`src/rtl/pbi_pkg.sv`:
```
package pbi_pkg;
   localparam int unsigned BUS_W    = 16;
   localparam int unsigned LANE_W   = 8;
   localparam int unsigned N_LANES  = BUS_W / LANE_W;
   localparam int unsigned N_CTRL   = 5;
   // control vector positions
   localparam int unsigned C_CS = 0;
   localparam int unsigned C_DS = 1;
   localparam int unsigned C_RW = 2;
   localparam int unsigned C_RD = 3;
   localparam int unsigned C_WR = 4;
   localparam logic [N_CTRL-1:0] CTRL_IDLE = '1;

   typedef enum logic {HS_WAIT = 1'b0, HS_READY = 1'b1} hs_style_e;

   // choose upper lane for a DMA byte
   function automatic logic upper_lane(input logic a0, input logic sel);
      return sel ? a0 : ~a0;
   endfunction
endpackage

```
`src/rtl/pbi_sync.sv`:
```
module pbi_sync #(
   parameter int unsigned WIDTH  = 1,
   parameter int unsigned STAGES = 2,
   parameter logic [WIDTH-1:0] RST_VAL = '0
) (
   input  logic             clk,
   input  logic             rst_n,
   input  logic [WIDTH-1:0] d,
   output logic [WIDTH-1:0] q
);
   if (STAGES < 2) begin : g_bad_stages
      $error("pbi_sync needs at least two stages");
   end

   logic [WIDTH-1:0] stg [STAGES];

   for (genvar i = 0; i < STAGES; i++) begin : g_stage
      always_ff @(posedge clk or negedge rst_n) begin
         if (!rst_n) stg[i] <= RST_VAL;
         else if (i == 0) stg[i] <= d;
         else stg[i] <= stg[(i == 0) ? 0 : i-1];
      end
   end

   assign q = stg[STAGES-1];
endmodule

```
`src/rtl/pbi_slave_ctl.sv`:
```
module pbi_slave_ctl
   import pbi_pkg::*;
#(
   parameter int unsigned RD_LAT = 2,
   parameter int unsigned DW     = BUS_W
) (
   input  logic          clk,
   input  logic          rst_n,
   input  logic          sep_strobes,
   input  logic          hs_ready_style,
   input  logic          blocked,
   input  logic [N_CTRL-1:0] ctrl_s,
   input  logic [DW-1:0] rdata_in,
   output logic [DW-1:0] rdata_q,
   output logic          rd_stb,
   output logic          wr_stb,
   output logic          drive_read,
   output logic          hs_level
);
   localparam int unsigned CW = $clog2(RD_LAT + 1);
   localparam logic [CW-1:0] LAT_C  = CW'(RD_LAT);
   localparam logic [CW-1:0] LAT_M1 = CW'(RD_LAT - 1);

   if (RD_LAT < 1) begin : g_bad_lat
      $error("RD_LAT must be at least 1");
   end

   logic          sel, access, is_read, ready;
   logic [CW-1:0] cnt;

   assign sel = ~ctrl_s[C_CS] & ~blocked;

   always_comb begin
      if (sep_strobes) begin
         access  = sel & (~ctrl_s[C_RD] | ~ctrl_s[C_WR]);
         is_read = ~ctrl_s[C_RD];
      end else begin
         access  = sel & ~ctrl_s[C_DS];
         is_read = ctrl_s[C_RW];
      end
   end

   always_ff @(posedge clk or negedge rst_n) begin
      if (!rst_n) cnt <= '0;
      else if (!access) cnt <= '0;
      else if (cnt != LAT_C) cnt <= cnt + 1'b1;
   end

   always_ff @(posedge clk or negedge rst_n) begin
      if (!rst_n) rdata_q <= '0;
      else if (access && is_read && cnt == LAT_M1) rdata_q <= rdata_in;
   end

   assign ready      = access & (cnt == LAT_C);
   assign rd_stb     = access & is_read & (cnt == '0);
   assign wr_stb     = access & ~is_read & (cnt == LAT_M1);
   assign drive_read = access & is_read;
   assign hs_level   = (hs_ready_style == HS_READY) ? ~ready : ~(access & ~ready);

   AST_RD_STB_SINGLE: assert property (@(posedge clk) disable iff (!rst_n)
      rd_stb |=> !rd_stb);
   AST_WR_STB_SINGLE: assert property (@(posedge clk) disable iff (!rst_n)
      wr_stb |=> !wr_stb);
   AST_NOT_READY_AT_START: assert property (@(posedge clk) disable iff (!rst_n)
      $rose(access) |-> !ready);
   AST_READY_AFTER_ACCESS: assert property (@(posedge clk) disable iff (!rst_n)
      ready |-> $past(access));
endmodule

```
`src/rtl/pbi_lane_steer.sv`:
```
module pbi_lane_steer
   import pbi_pkg::*;
(
   input  logic             swap_en,
   input  logic             swap_sel,
   input  logic             a0,
   input  logic [BUS_W-1:0] wdata,
   input  logic [BUS_W-1:0] bus_in,
   output logic [BUS_W-1:0] bus_out,
   output logic [BUS_W-1:0] rdata
);
   logic [N_LANES-1:0] lane_en;
   logic [LANE_W-1:0]  rbyte;

   assign lane_en[1] = upper_lane(a0, swap_sel);
   assign lane_en[0] = ~lane_en[1];

   for (genvar l = 0; l < N_LANES; l++) begin : g_lane
      assign bus_out[l*LANE_W +: LANE_W] = !swap_en ? wdata[l*LANE_W +: LANE_W]
                                         : (lane_en[l] ? wdata[LANE_W-1:0] : '0);
   end

   assign rbyte = lane_en[1] ? bus_in[BUS_W-1 -: LANE_W] : bus_in[LANE_W-1:0];
   assign rdata = swap_en ? {{(BUS_W-LANE_W){1'b0}}, rbyte} : bus_in;

   always_comb begin
      if (swap_en) begin
         AST_ONE_LANE_USED: assert (bus_out[BUS_W-1 -: LANE_W] == '0 ||
                                    bus_out[LANE_W-1:0] == '0);
      end
   end
endmodule

```
`src/rtl/pbi_master_hs.sv`:
```
module pbi_master_hs
   import pbi_pkg::*;
#(
   parameter int unsigned STAGES = 2
) (
   input  logic clk,
   input  logic rst_n,
   input  logic hs_ready_style,
   input  logic hs_pin,
   input  logic xfer,
   output logic ack
);
   logic hs_s;

   pbi_sync #(.WIDTH(1), .STAGES(STAGES), .RST_VAL(1'b1)) u_hs_sync (
      .clk(clk), .rst_n(rst_n), .d(hs_pin), .q(hs_s));

   assign ack = xfer & ((hs_ready_style == HS_READY) ? ~hs_s : hs_s);

   AST_ACK_NEEDS_XFER: assert property (@(posedge clk) disable iff (!rst_n)
      ack |-> xfer);
endmodule

```
`src/rtl/pbi_dual_bus.sv`:
```
module pbi_dual_bus
   import pbi_pkg::*;
#(
   parameter int unsigned RD_LAT      = 2,
   parameter int unsigned SYNC_STAGES = 2
) (
   input  logic             clk,
   input  logic             rst_n,
   input  logic             cfg_sep_strobes,
   input  logic             cfg_hs_ready,
   input  logic             cfg_swap_en,
   input  logic             cfg_swap_sel,
   input  logic             cs_n,
   input  logic             ds_n,
   input  logic             rw,
   input  logic             rd_n,
   input  logic             wr_n,
   input  logic [BUS_W-1:0] bus_din,
   output logic [BUS_W-1:0] bus_dout,
   output logic             bus_oe,
   input  logic             hs_in,
   output logic             hs_out,
   output logic             hs_oe,
   input  logic [BUS_W-1:0] reg_rdata,
   output logic [BUS_W-1:0] reg_wdata,
   output logic             reg_rd_stb,
   output logic             reg_wr_stb,
   input  logic             dma_owner,
   input  logic             dma_xfer,
   input  logic             dma_wr,
   input  logic             dma_a0,
   input  logic [BUS_W-1:0] dma_wdata,
   output logic [BUS_W-1:0] dma_rdata,
   output logic             dma_ack
);
   if (BUS_W != N_LANES * LANE_W) begin : g_bad_bus
      $error("bus width must be a whole number of lanes");
   end

   logic [N_CTRL-1:0] ctrl_raw, ctrl_s;
   logic [BUS_W-1:0]  slv_dout, dma_dout;
   logic              slv_read, hs_level;

   always_comb begin
      ctrl_raw       = CTRL_IDLE;
      ctrl_raw[C_CS] = cs_n;
      ctrl_raw[C_DS] = ds_n;
      ctrl_raw[C_RW] = rw;
      ctrl_raw[C_RD] = rd_n;
      ctrl_raw[C_WR] = wr_n;
   end

   pbi_sync #(.WIDTH(N_CTRL), .STAGES(SYNC_STAGES), .RST_VAL(CTRL_IDLE)) u_ctrl_sync (
      .clk(clk), .rst_n(rst_n), .d(ctrl_raw), .q(ctrl_s));

   pbi_slave_ctl #(.RD_LAT(RD_LAT), .DW(BUS_W)) u_slave (
      .clk(clk), .rst_n(rst_n),
      .sep_strobes(cfg_sep_strobes), .hs_ready_style(cfg_hs_ready),
      .blocked(dma_owner), .ctrl_s(ctrl_s),
      .rdata_in(reg_rdata), .rdata_q(slv_dout),
      .rd_stb(reg_rd_stb), .wr_stb(reg_wr_stb),
      .drive_read(slv_read), .hs_level(hs_level));

   pbi_lane_steer u_steer (
      .swap_en(cfg_swap_en), .swap_sel(cfg_swap_sel), .a0(dma_a0),
      .wdata(dma_wdata), .bus_in(bus_din),
      .bus_out(dma_dout), .rdata(dma_rdata));

   pbi_master_hs #(.STAGES(SYNC_STAGES)) u_mhs (
      .clk(clk), .rst_n(rst_n), .hs_ready_style(cfg_hs_ready),
      .hs_pin(hs_in), .xfer(dma_xfer & dma_owner), .ack(dma_ack));

   assign reg_wdata = bus_din;
   assign hs_oe     = ~dma_owner;
   assign hs_out    = dma_owner ? 1'b1 : hs_level;
   assign bus_oe    = dma_owner ? (dma_xfer & dma_wr) : slv_read;
   assign bus_dout  = dma_owner ? dma_dout : slv_dout;

   AST_MASTER_NO_SLAVE_STB: assert property (@(posedge clk) disable iff (!rst_n)
      $past(dma_owner) && dma_owner |-> !reg_rd_stb && !reg_wr_stb);
endmodule

```
`config.mk`:
```
export PLATFORM = sky130hd
export DESIGN_NAME = pbi_dual_bus
export DESIGN_NICKNAME = d
export VERILOG_FILES = /design/src/rtl/pbi_pkg.sv /design/src/rtl/pbi_sync.sv /design/src/rtl/pbi_slave_ctl.sv /design/src/rtl/pbi_lane_steer.sv /design/src/rtl/pbi_master_hs.sv /design/src/rtl/pbi_dual_bus.sv
export SDC_FILE = /design/constraint.sdc
export NUM_CORES = 1
export LEC_CHECK = 0
export ABC_AREA = 1
export BUFFER_PORTS_ARGS = -buffer_cell sky130_fd_sc_hd__buf_2
export CAP_MARGIN = 10
export CORE_MARGIN = 4
export CORE_UTILIZATION = 40
export DETAILED_ROUTE_END_ITERATION = 7
export PLACE_DENSITY = 0.77
export SLEW_MARGIN = 20
export SYNTH_ARGS = -nofsm -noshare
export SYNTH_HDL_FRONTEND = slang
export SYNTH_SLANG_ARGS = --single-unit
export TNS_END_PERCENT = 1
```
`constraint.sdc`:
```
create_clock -name clk -period 3.8 [get_ports clk]
set_input_delay 0.19 -clock clk [delete_from_list [all_inputs] [get_ports clk]]
set_output_delay 0.19 -clock clk [all_outputs]
set_load 0.03 [all_outputs]
```
After elaboration in Yosys (flattened, before gate mapping)
Index checks and enable logic that the tools add are counted.

Input port bits: 64. Register bits after elaboration: 30. Output and inout bits: 54. Word-level logic and storage cells: 53.

Reduce and logical (&&, ||, !) cells: 3. Equality and inequality tests: 4. Muxes and demuxes: 16. Bitwise gates (word level): 23. Add/subtract/negate cells: 1.

Operators with widths (number): 8-bit 2-to-1 mux (5); 16-bit 2-to-1 mux (2); 1-bit AND (12); 1-bit inverter (10); 1-bit 2-to-1 mux (7); 2-bit 2-to-1 mux (2); 2-bit inequality test (second input constant) (2); 2-bit by 1-bit adder with 2-bit output (second input constant) (1); 2-bit by 1-bit == test with 1-bit output (second input constant) (1); 2-bit == test (second input constant) (1); 1-bit logical AND (2); 2-bit logical NOT (1); 1-bit bitwise OR (1).

Logic depth before layout (Yosys ltp)
Word-level depth: 10. Mapped depth: 8.

Hierarchy
Synthesis repeated with hierarchy kept, for this count alone.

Cell total of the unflattened synthesis: 302. Area, all modules: 2132.0 µm².

By module, submodules not included: pbi_slave_ctl (sequential area each 450.4 µm², cells an instance 113, times used 1, area an instance 972.2 µm²); pbi_lane_steer (sequential area each 0.0 µm², cells an instance 94, times used 1, area an instance 416.6 µm²); pbi_dual_bus (sequential area each 0.0 µm², cells an instance 74, times used 1, area an instance 375.4 µm²); pbi_sync at u_ctrl_sync (sequential area each 262.8 µm², cells an instance 15, times used 1, area an instance 300.3 µm²); pbi_sync at u_mhs.u_hs_sync (sequential area each 52.6 µm², cells an instance 2, times used 1, area an instance 52.6 µm²); pbi_master_hs (sequential area each 0.0 µm², cells an instance 4, times used 1, area an instance 15.0 µm²).

Worst setup path before layout
OpenSTA, ideal clock, no wires.

Path type: register -> output. From: register u_slave.cnt[1]. To: output port reg_wr_stb. Path slack: 2.095 ns. Path buffers: 2. Stages on the path, launching flop included: 7. Data arrival time: 1.515 ns. Cells stage by stage: dfrtp_1 inv_1 ha_1 buf_2 clkbuf_1 nand2_1 nor2_1.

Word-level cells in the longest chain between the ends: 2.

Ends and longest elaborated chain: start, declared (RTL line pbi_slave_ctl.sv:29) `logic [CW-1:0] cnt;`; start signal, assigned (RTL line pbi_slave_ctl.sv:46) `else if (cnt != LAT_C) cnt <= cnt + 1'b1;`; 2-bit by 1-bit == test with 1-bit output (RTL line pbi_slave_ctl.sv:56) `assign wr_stb = access & ~is_read & (cnt == LAT_M1);`; 1-bit AND (RTL line pbi_slave_ctl.sv:56); end, declared (RTL line pbi_dual_bus.sv:27) `output logic reg_wr_stb,`.

No other way between the ends.

Worst setup path after layout
Same ends and word-level chain as after synthesis.

==> run_results.csv <==
group,metric,value,unit
pwr,total_power,0.000965,W
floorplan,io_pins,118,
worst_setup_path,critPathKind,"flop to output port",
synthesis,synth-compound-area-share,5.31,%
worst_setup_path,path_max_fanout,18,
synthesis,yosys_register_bits,30,
final_layout,layout-drive-gt1-share,39.7,%
synthesis,synth_cell_types,19,
detailed_routing,vias,1960,
cts,clock-root-buffer,"clkbuf_8",
worst_setup_path,crit_required,3.61,ns
detailed_routing,vias_per_cell,4.78,
global_routing,grt_max_degree,33,
synthesis,yosysWarnings,0,
place,numPlacedInstances,396,
global_routing,grt_pass1_wl,8780,um
final_layout,layout_commonest_cell,"buf_2",
final_layout,area_growth,32.3,%
synthesis,yosys.area_share.xor_xnor,0,%
final_layout,final_cell_area,2500,um2
detailed_routing,firstDrtPassIters,4,
floorplan,start_util,42.2,%
synthesis,avgSynthCellArea,7.37,um2
sta,worst_slew_pin_slew,1.06,ns
final_layout,stdcell_count,410,
floorplan,rows,24,
sta,rsz0062_at_grt,"no",
pwr,ir_drop,0.239,mV
synthesis,synth.mux.area_fraction,0,%
floorplan,die-height,76.7,um
global_routing,overflow,0,
sta,drv_slew,0,
detailed_routing,drtIter0Drc,71,
worst_setup_path,r2r_setup_slack,2.13,ns
final_layout,diodes,0,
detailed_routing,drt-total-wl,5440,um
run,drv_cap,0,
cts,path_clk_slew,0.06,ns
final_layout,nNetsFinal,424,
cts,numCtsBuffers,5,
worst_setup_path,critical_path.startpoint_type,"flop",
cts,cts_htree_levels,2,
floorplan,die_x,76.7,um
final_layout,n_fill_cell,457,
synthesis,synth_area,1890,um2
synthesis,synth_flop_cell,"dfrtp_1",
synthesis,yosysSeqAreaShare,40.6,%
sta,min_period,2.01,ns
status,status,"complete, no violations",
global_routing,grtUsageTotal,18.5,%
detailed_routing,drc,0,
sta,finClkSkew,0.00574,ns
cts,postCtsSetupBuffers,0,
synthesis,synthAdderAreaFrac,1.99,%
cts,cts_resized,0,
pwr,pwr_density_cell,387,nW/um2
synthesis,synth-simple-area-share,37.1,%
synthesis,synthArstFlopShare,100,%
place,place_area,2340,um2
cts,cts_tree,"yes",
sta,slew_headroom,29.4,%
synthesis,synth_fp_nets,323,
synthesis,synth_top_family_by_area,"simple AND/OR/NAND/NOR gates",
sta,fmax,0.499,GHz
synthesis,synth-edff-count,0,
detailed_routing,routedWlPerCell,13.3,um
sta,tns,0,ns
worst_setup_path,crit_arrival,1.82,ns
worst_setup_path,crit_path_end_kind,"output port",
floorplan,coreArea,4470,um2
sta,setup_viol,0,
hold_path,hp-class,"input port to flop",
synthesis,syn_inst,256,
global_routing,grt_antenna_before_repair,0,
final_layout,seq_area,766,um2
place,gp_congestion,0.833,
cts,clk_latency,0.28,ns
pwr,p_leak,1.50,nW
global_routing,grt_pass1_vias,1881,
place,place.port_buffers,117,
floorplan,dieArea,5880,um2
sta,fin_crit_sh,52.8,%
cts,clk_path_buf_depth,2,
final_layout,layout_common_cells,"buf_2, nand2_1, nand3_1, inv_1, dfrtp_1",
sta,hold_viol,0,
final_layout,multi_input_area,837,um2
detailed_routing,antenna_left,0,
place,hpwlAfterDp,4270,um
cts,clock_sinks,30,
stage by stage:
stage	setup WS [ns]	hold WS, ns	util (%)
final	1.79	0.0149	55.8
after global routing	1.61	0.00191	55.8
after CTS	1.78	0.00359	55.8
after detailed placement	1.80	0.256	52.3
after global placement	1.89	0.247	52.3
after floorplan	2.10	-0.106	-
synthesized netlist by cell type, types with 2 or more instances:
master | n | share of area, %
buf_2 | 7 | 1.9
buf_4 | 17 | 6.8
buf_6 | 2 | 1.2
clkbuf_1 | 3 | 0.60
dfrtp_1 | 18 | 24
dfstp_2 | 12 | 17
ha_1 | 3 | 2.0
inv_1 | 21 | 4.2
nand2_1 | 95 | 19
nand3_1 | 25 | 6.6
nand4_1 | 17 | 5.6
nor2_1 | 15 | 3.0
o21ai_1 | 8 | 2.1
o21bai_1 | 8 | 3.2
flip-flops by register name, summed over array words and instances (netlist names):
name                 flops
u_mhs.u_hs_sync.stg      1
u_slave.cnt              2
u_ctrl_sync.q            5
u_mhs.u_hs_sync.q        1
u_slave.rdata_q         16
u_ctrl_sync.stg          5
kinds of logic after synthesis:
logic type,Yosys count
adder cells (fa/ha/maj),3
buffers and inverters,51
flip-flops,30
AO/OA/AOI/OAI,16
AND/OR/NAND/NOR,156
path summary, 6_finish.rpt:
path,startpoint,to,cells past startpoint
worst min register to register,u_ctrl_sync.stg[6],u_ctrl_sync.q[1],0
min in group asynchronous,rst_n,u_slave.cnt[1],2
worst min-delay path,ds_n,u_ctrl_sync.stg[6],1
worst max-delay path,u_slave.cnt[1],reg_wr_stb,5
max in group asynchronous,rst_n,u_slave.rdata_q[5],2
worst max register to register,u_slave.cnt[1],u_slave.rdata_q[12],5
power by group:
part | switching [W] | leakage [nW] | internal [W] | total [W]
logic | 0.000212 | 1.08 | 0.000103 | 0.000315
registers | 0.0000216 | 0.364 | 0.000366 | 0.000388
clock network | 0.000118 | 0.0472 | 0.000145 | 0.000263
routing by layer:
layer	global-route usage (%)	vias up	routed length, um
met5	0	-	0
met1	20.3	867	2160
li1	-	1005	-
met4	5.25	0	50
met3	5.74	5	386
met2	34.1	83	2830
worst max-delay path, stage by stage (launching register included):
cell     delay [ns]
dfrtp_1        0.39
inv_1          0.08
ha_1           0.59
nand2_1        0.11
nor2_1         0.13
buf_2          0.22
layout make-up:
type                    instances  share of cell area (%)
repair buffers                123                    25.9
clock inverters                 2                   0.501
flip-flops and latches         30                    30.7
well taps                      52                    2.61
inverters                      22                    3.51
multi-input cells             175                    33.5
clock buffers                   6                    3.31
timing repair:
item / 4_1_cts / 5_1_grt
setup endpoints to repair: 0 / 0
endpoints found under the hold margin: 23 / 0
hold buffers: 6 / 0
No activity file was read; power rests on OpenSTA's default activity.
